--- src/rtl/strom_pkg.sv ---
package strom_pkg;

   // multiplier used to fill the internal table
   localparam int unsigned TBL_MULT = 37;

   // host lines as carried through the synchronizer
   typedef struct packed {
      logic       ce_n;
      logic       we_n;
      logic       oe_n;
      logic [2:0] rs;
      logic [7:0] data;
   } host_t;

   localparam host_t HOST_IDLE = '{ce_n: 1'b1, we_n: 1'b1, oe_n: 1'b1, rs: 3'b000, data: 8'h00};

   function automatic logic [7:0] tbl_byte(input int unsigned idx, input logic [7:0] seed);
      int unsigned v;
      v = idx * TBL_MULT + int'(seed);
      return v[7:0];
   endfunction

endpackage

--- src/rtl/strom_sync.sv ---
module strom_sync #(
   parameter int          W      = 8,
   parameter int          STAGES = 2,
   parameter logic [W-1:0] RST   = '0
) (
   input  logic         clk,
   input  logic         rst_n,
   input  logic [W-1:0] d,
   output logic [W-1:0] q
);

   if (STAGES < 2) begin : g_bad_stages
      $error("strom_sync: STAGES must be at least 2");
   end

   logic [W-1:0] st [STAGES];

   for (genvar s = 0; s < STAGES; s++) begin : g_stage
      if (s == 0) begin : g_first
         always_ff @(posedge clk or negedge rst_n) begin
            if (!rst_n) st[0] <= RST;
            else        st[0] <= d;
         end
      end else begin : g_next
         always_ff @(posedge clk or negedge rst_n) begin
            if (!rst_n) st[s] <= RST;
            else        st[s] <= st[s-1];
         end
      end
   end

   assign q = st[STAGES-1];

endmodule

--- src/rtl/strom_bptr.sv ---
module strom_bptr #(
   parameter int NSLOT = 3,
   localparam int PTR_W = (NSLOT > 1) ? $clog2(NSLOT) : 1
) (
   input  logic             clk,
   input  logic             rst_n,
   input  logic             clr,
   input  logic             adv,
   output logic [PTR_W-1:0] wsel
);

   localparam logic [PTR_W-1:0] TOP = PTR_W'(NSLOT - 1);

   logic [PTR_W-1:0] ptr;

   if (NSLOT == 1) begin : g_single
      logic unused_bptr;
      assign unused_bptr = clr ^ adv;
      assign ptr  = '0;
      assign wsel = '0;
   end else begin : g_multi
      // the slot is latched at the falling strobe edge; data lands at the rise
      always_ff @(posedge clk or negedge rst_n) begin
         if (!rst_n) begin
            ptr  <= '0;
            wsel <= '0;
         end else begin
            if (adv) wsel <= ptr;
            if (clr)                     ptr <= '0;
            else if (adv && ptr != TOP)  ptr <= ptr + 1'b1;
         end
      end


      ptr_clear_chk: assert property (@(posedge clk) disable iff (!rst_n)
         clr |=> ptr == '0);


      ptr_range_chk: assert property (@(posedge clk) disable iff (!rst_n)
         ptr <= TOP);


      ptr_sat_chk: assert property (@(posedge clk) disable iff (!rst_n)
         (adv && !clr && ptr == TOP) |=> ptr == TOP);


      ptr_step_chk: assert property (@(posedge clk) disable iff (!rst_n)
         (adv && !clr && ptr != TOP) |=> ptr == $past(ptr) + 1'b1);


      ptr_hold_chk: assert property (@(posedge clk) disable iff (!rst_n)
         (!adv && !clr) |=> $stable(ptr));
   end

endmodule

--- src/rtl/strom_actr.sv ---
module strom_actr #(
   parameter int ADDR_W = 20,
   localparam int NSLOT = (ADDR_W + 7) / 8,
   localparam int PTR_W = (NSLOT > 1) ? $clog2(NSLOT) : 1
) (
   input  logic              clk,
   input  logic              rst_n,
   input  logic              ld,
   input  logic [PTR_W-1:0]  wsel,
   input  logic [7:0]        wdata,
   input  logic              inc,
   output logic [ADDR_W-1:0] addr
);

   logic [ADDR_W-1:0] ld_mask;
   logic [ADDR_W-1:0] ld_val;
   logic [ADDR_W-1:0] addr_nx;

   // one byte lane per slot; the last lane may be narrower
   for (genvar k = 0; k < NSLOT; k++) begin : g_lane
      localparam int SW = (ADDR_W - 8*k > 8) ? 8 : (ADDR_W - 8*k);
      assign ld_mask[8*k +: SW] = {SW{ld && (wsel == PTR_W'(k))}};
      assign ld_val [8*k +: SW] = wdata[SW-1:0];
   end

   always_comb begin
      if (inc) addr_nx = addr + 1'b1;
      else     addr_nx = (addr & ~ld_mask) | (ld_val & ld_mask);
   end

   always_ff @(posedge clk or negedge rst_n) begin
      if (!rst_n) addr <= '0;
      else        addr <= addr_nx;
   end


   addr_wrap_chk: assert property (@(posedge clk) disable iff (!rst_n)
      (inc && addr == '1) |=> addr == '0);


   addr_step_chk: assert property (@(posedge clk) disable iff (!rst_n)
      (inc && addr != '1) |=> addr == $past(addr) + 1'b1);


   addr_hold_chk: assert property (@(posedge clk) disable iff (!rst_n)
      (!inc && !ld) |=> $stable(addr));

endmodule

--- src/rtl/strom_array.sv ---
module strom_array
   import strom_pkg::*;
#(
   parameter int         ADDR_W = 20,
   parameter int         IDX_W  = 8,
   parameter logic [7:0] SEED   = 8'h00,
   localparam int        DEPTH  = 1 << IDX_W,
   localparam int        NSLOT  = (ADDR_W + 7) / 8
) (
   input  logic [ADDR_W-1:0] addr,
   output logic [7:0]        rdata
);

   logic [7:0]       mem [DEPTH];
   logic [7:0]       fold;
   logic [IDX_W-1:0] idx;

   for (genvar i = 0; i < DEPTH; i++) begin : g_cell
      assign mem[i] = tbl_byte(i, SEED);
   end

   // every address byte is folded into the index
   always_comb begin
      fold = '0;
      for (int k = 0; k < NSLOT; k++) begin
         fold = fold ^ 8'(addr >> (8*k));
      end
   end

   assign idx   = fold[IDX_W-1:0];
   assign rdata = mem[idx];

   if (IDX_W == 8) begin : g_full
   end else begin : g_part
      logic unused_fold;
      assign unused_fold = ^fold[7:IDX_W];
   end

endmodule

--- src/rtl/strom_loader.sv ---
module strom_loader
   import strom_pkg::*;
#(
   parameter int         ADDR_W      = 20,
   parameter int         IDX_W       = 8,
   parameter int         SYNC_STAGES = 2,
   parameter logic [7:0] SEED        = 8'h00,
   localparam int        NSLOT       = (ADDR_W + 7) / 8,
   localparam int        PTR_W       = (NSLOT > 1) ? $clog2(NSLOT) : 1
) (
   input  logic       clk,
   input  logic       rst_n,
   input  logic       ce_n,
   input  logic       we_n,
   input  logic       oe_n,
   input  logic [2:0] rs,
   input  logic [7:0] data_i,
   output logic [7:0] data_o,
   output logic       data_oe
);

   if (ADDR_W < 9 || ADDR_W > 32) begin : g_bad_addr
      $error("strom_loader: ADDR_W out of range 9..32");
   end
   if (IDX_W < 1 || IDX_W > 8) begin : g_bad_idx
      $error("strom_loader: IDX_W out of range 1..8");
   end

   host_t raw;
   host_t syn;
   logic  prv_we_n, prv_oe_n;

   assign raw = {ce_n, we_n, oe_n, rs, data_i};

   strom_sync #(
      .W      ($bits(host_t)),
      .STAGES (SYNC_STAGES),
      .RST    (HOST_IDLE)
   ) u_sync (
      .clk   (clk),
      .rst_n (rst_n),
      .d     (raw),
      .q     (syn)
   );

   always_ff @(posedge clk or negedge rst_n) begin
      if (!rst_n) begin
         prv_we_n <= 1'b1;
         prv_oe_n <= 1'b1;
      end else begin
         prv_we_n <= syn.we_n;
         prv_oe_n <= syn.oe_n;
      end
   end

   logic unused_rs;
   assign unused_rs = ^syn.rs[1:0];

   logic rom_acc, we_fall, we_rise, oe_rise, rd_active, ptr_clr;
   logic adv, ld, inc;

   assign rom_acc   = !syn.ce_n && !syn.rs[2];
   assign we_fall   =  prv_we_n && !syn.we_n;
   assign we_rise   = !prv_we_n &&  syn.we_n;
   assign oe_rise   = !prv_oe_n &&  syn.oe_n;
   assign rd_active = rom_acc && !syn.oe_n;
   assign ptr_clr   = syn.ce_n || rd_active;
   assign adv       = rom_acc && we_fall;
   assign ld        = rom_acc && we_rise;
   assign inc       = rom_acc && oe_rise;

   logic [PTR_W-1:0]  wsel;
   logic [ADDR_W-1:0] addr;
   logic [7:0]        rom_byte;

   strom_bptr #(.NSLOT(NSLOT)) u_bptr (
      .clk   (clk),
      .rst_n (rst_n),
      .clr   (ptr_clr),
      .adv   (adv),
      .wsel  (wsel)
   );

   strom_actr #(.ADDR_W(ADDR_W)) u_actr (
      .clk   (clk),
      .rst_n (rst_n),
      .ld    (ld),
      .wsel  (wsel),
      .wdata (syn.data),
      .inc   (inc),
      .addr  (addr)
   );

   strom_array #(.ADDR_W(ADDR_W), .IDX_W(IDX_W), .SEED(SEED)) u_array (
      .addr  (addr),
      .rdata (rom_byte)
   );

   assign data_oe = rd_active && syn.we_n;
   assign data_o  = data_oe ? rom_byte : 8'h00;

   if (SYNC_STAGES == 2) begin : g_oe_chk

      oe_gate_chk: assert property (@(posedge clk) disable iff (!rst_n)
         data_oe |-> (!$past(ce_n, 2) && !$past(oe_n, 2) && $past(we_n, 2) && !$past(rs[2], 2)));
   end


   desel_quiet_chk: assert property (@(posedge clk) disable iff (!rst_n)
      syn.ce_n |-> !data_oe);

endmodule

--- config.mk ---
export PLATFORM = sky130hd
export DESIGN_NAME = strom_loader
export DESIGN_NICKNAME = d
export VERILOG_FILES = /design/src/rtl/strom_pkg.sv /design/src/rtl/strom_sync.sv /design/src/rtl/strom_bptr.sv /design/src/rtl/strom_actr.sv /design/src/rtl/strom_array.sv /design/src/rtl/strom_loader.sv
export SDC_FILE = /design/constraint.sdc
export NUM_CORES = 1
export LEC_CHECK = 0
export BUFFER_PORTS_ARGS = -buffer_cell sky130_fd_sc_hd__buf_4
export CORE_MARGIN = 2
export CORE_UTILIZATION = 35
export CTS_CLUSTER_SIZE = 16
export DETAILED_ROUTE_END_ITERATION = 12
export HOLD_SLACK_MARGIN = 0.1
export PLACE_DENSITY = 0.56
export SYNTH_ARGS = -nofsm -noshare
export SYNTH_HDL_FRONTEND = slang
export SYNTH_SLANG_ARGS = --single-unit
--- constraint.sdc ---
create_clock -name clk -period 4.3 [get_ports clk]
set_clock_uncertainty 0.15 [all_clocks]
set_input_delay 0.86 -clock clk [delete_from_list [all_inputs] [get_ports clk]]
set_output_delay 0.86 -clock clk [all_outputs]
set_load 0.005 [all_outputs]
==> impl_metrics.tcl <==
set metrics [dict create \
    fin_setup_tns_ps 0 \
    power.total_uw 1950 \
    wl_per_cell_um 16.1 \
    vias 2898 \
    track_usage_pct 16.3 \
    synth_nets 389 \
    ir_drop_mv 0.301 \
    syn_area_um2 3280 \
    p_per_area_nw_per_um2 531 \
    nets 408 \
    synth_top_area_share_pct 32.0 \
    numPortBuffers 22 \
    cp-start-kind "register" \
    ys_seq_area_share_pct 38.4 \
    drtPass1Iterations 4 \
    grt_max_degree 51 \
    synth-edff-count 0 \
    final_cells 494 \
    period_minus_slack_ps 4070 \
    slowest_stage "xor3_1" \
    start_util_pct 35.9 \
    leakage_uw 0.00153 \
    worstMarginPinSlew_ps 684 \
    grt_pass1_vias 2704 \
    grt_pass1_wl_mm 13.4 \
    cap_violations 0 \
    dp_hpwl_mm 5.62 \
    cts_made_buffers 5 \
    crit_family "simple AND/OR/NAND/NOR gates" \
    layout_common_cells "nor2_1 (45), dfrtp_1 (42), buf_4 (36), nand2_1 (32), a21oi_1 (28)" \
    crit_required_ps 3290 \
    cp_max_fo 8 \
    cp_num_buf_inv 1 \
    hold_class "register to register" \
    finalWirelength_mm 7.98 \
    layout.cells.most_common "nor2_1" \
    clk_latency_ps 300 \
    synth_seq_cells 50 \
    drt_iter0_drc 149 \
    fin_crit_sh_pct 94.7 \
    avgSynthCellArea_um2 9.05 \
    hold_viol_final 0 \
    ios 25 \
    crit_chain "xor3_1 -> ha_1 -> or3_1 -> a21oi_1 -> a2111oi_0 -> or4_1 -> a211oi_2 -> buf_4" \
    num_antenna_cells 0 \
    report.final.slew_viol_count 0 \
    synthFlopType "dfrtp_1" \
    yosys_warnings 0 \
    synth_cell_types 60 \
    ant_nets 0 \
    rsz0062_at_grt "no" \
    htree_levels 2 \
    syn-instance-count 363 \
    die_area_um2 10200 \
    syn2layout_area_growth_pct 11.9 \
    setup_viol 0 \
    dp_cells 486 \
    clock_path_buffers 2 \
    routabilityCongestion 0.866 \
    max_slew_margin_pct 54.3 \
    drt-vias-per-instance 5.87 \
    core_um2 9150 \
    slowest_delay_ps 560 \
    rows 35 \
    overflow 0 \
    clkSlewWorstSetupHoldPaths_ps 90 \
    hold_buffers 0 \
    cp-end-kind "primary output" \
    clock_sinks 50 \
    ys_top_cells_by_area "dfrtp_1 (32%), dfstp_2 (6.4%), nor2_1 (5.1%)" \
    nFillCells 917 \
    clock-root-buffer "clkbuf_8" \
    outcome "finished clean" \
    drc 0 \
    multi_input_area_um2 1860 \
    cp.arrival_ps 3060 \
    yosys.area.top_type "dfrtp_1" \
    max_freq_mhz 246 \
    dieHeight_um 101 \
    ys_async_sr_fraction_pct 100 \
    drive_gt1_share_pct 18.8 \
    regArea_um2 1260 \
    die_w_um 101 \
    grt_antenna_before_repair 0 \
    cts_tree "done" \
    path_class "register to primary output" \
]
timing repair:
action | in CTS | in global routing
gates resized for setup | 0 | 2
buffers inserted | 0 | 0
hold endpoints to repair | 0 | 0
setup endpoints to repair | 0 | 1
power breakdown:
group          total [uW]  internal (uW)  switching, uW
logic                1050            420            633
registers             580            515           64.8
clock network         319            171            147
cell type report:
cell class	instances	area share, %
sequential	50	34.3
timing repair buffer	36	7.35
inverter	9	0.919
multi-input combinational	280	50.7
clock inverter	3	1.09
tap	111	3.78
clock buffer	5	1.87
metal layers:
layer,up-vias,part of all wire (%),GRT usage (%)
met3,19,5.2,1.66
met2,116,47,25.8
met4,0,2.3,6.74
met1,1380,46,22.9
li1,1383,-,-
met5,-,0,0
worst paths after layout:
kind / end / slack, ps / cells past startpoint / from
max: data_o[7] / 230 / 8 / register
min: u_sync.q[7]$_DFF_PN0_ / 200 / 0 / u_sync.st[21]$_DFF_PN0_
max reg2reg: register / 1840 / 6 / register
min reg2reg: u_sync.q[7]$_DFF_PN0_ / 200 / 0 / u_sync.st[21]$_DFF_PN0_
max in group asynchronous: u_sync.q[6]$_DFF_PN0_ / 3160 / 1 / rst_n
min in group asynchronous: u_sync.q[4]$_DFF_PN0_ / 420 / 1 / rst_n
stage by stage:
| stage | area [um^2] | util, % | setup slack [ps] | hold WS (ps) |
|---|---|---|---|---|
| after detailed placement | 3560 | 38.9 | 477 | 185 |
| after global routing | 3680 | 40.2 | 63.0 | 212 |
| after global placement | 3560 | 38.9 | 473 | 181 |
| after floorplan | 3280 | - | 840 | 181 |
| final | 3680 | 40.2 | 227 | 203 |
| after CTS | 3670 | 40.1 | 130 | 205 |
cells by family (layout without fill, tap and decap cells):
group	count (synthesis)	in the layout	synth area share [%]
mux	10	10	3.16
flops	50	50	38.4
buf+inv	33	53	4.99
fa+ha+maj	10	10	3.81
compound gates	101	101	21.3
simple gates	145	145	21.9
xor+xnor	14	14	6.40
Yosys cell counts, types with 5 or more instances:
cell,n
mux2i_1,7
nor2_1,45
nand2_1,32
o211ai_1,5
buf_4,8
dfstp_2,8
dfrtp_1,42
xnor2_1,5
o21ai_0,12
buf_2,8
clkbuf_1,8
nand3_1,14
nor4_1,5
ha_1,10
and3_1,6
nor3_1,15
a21oi_1,28
inv_1,8
a211oi_1,7
worst register-to-register path, stage by stage, from the launching register on:
cell     delay, ps
dfrtp_1        520
and4_1         330
nand3_1        230
or4_1          670
nor3_2         220
mux2_2         170
o21a_1         100
No activity file was read; power rests on OpenSTA's default activity.
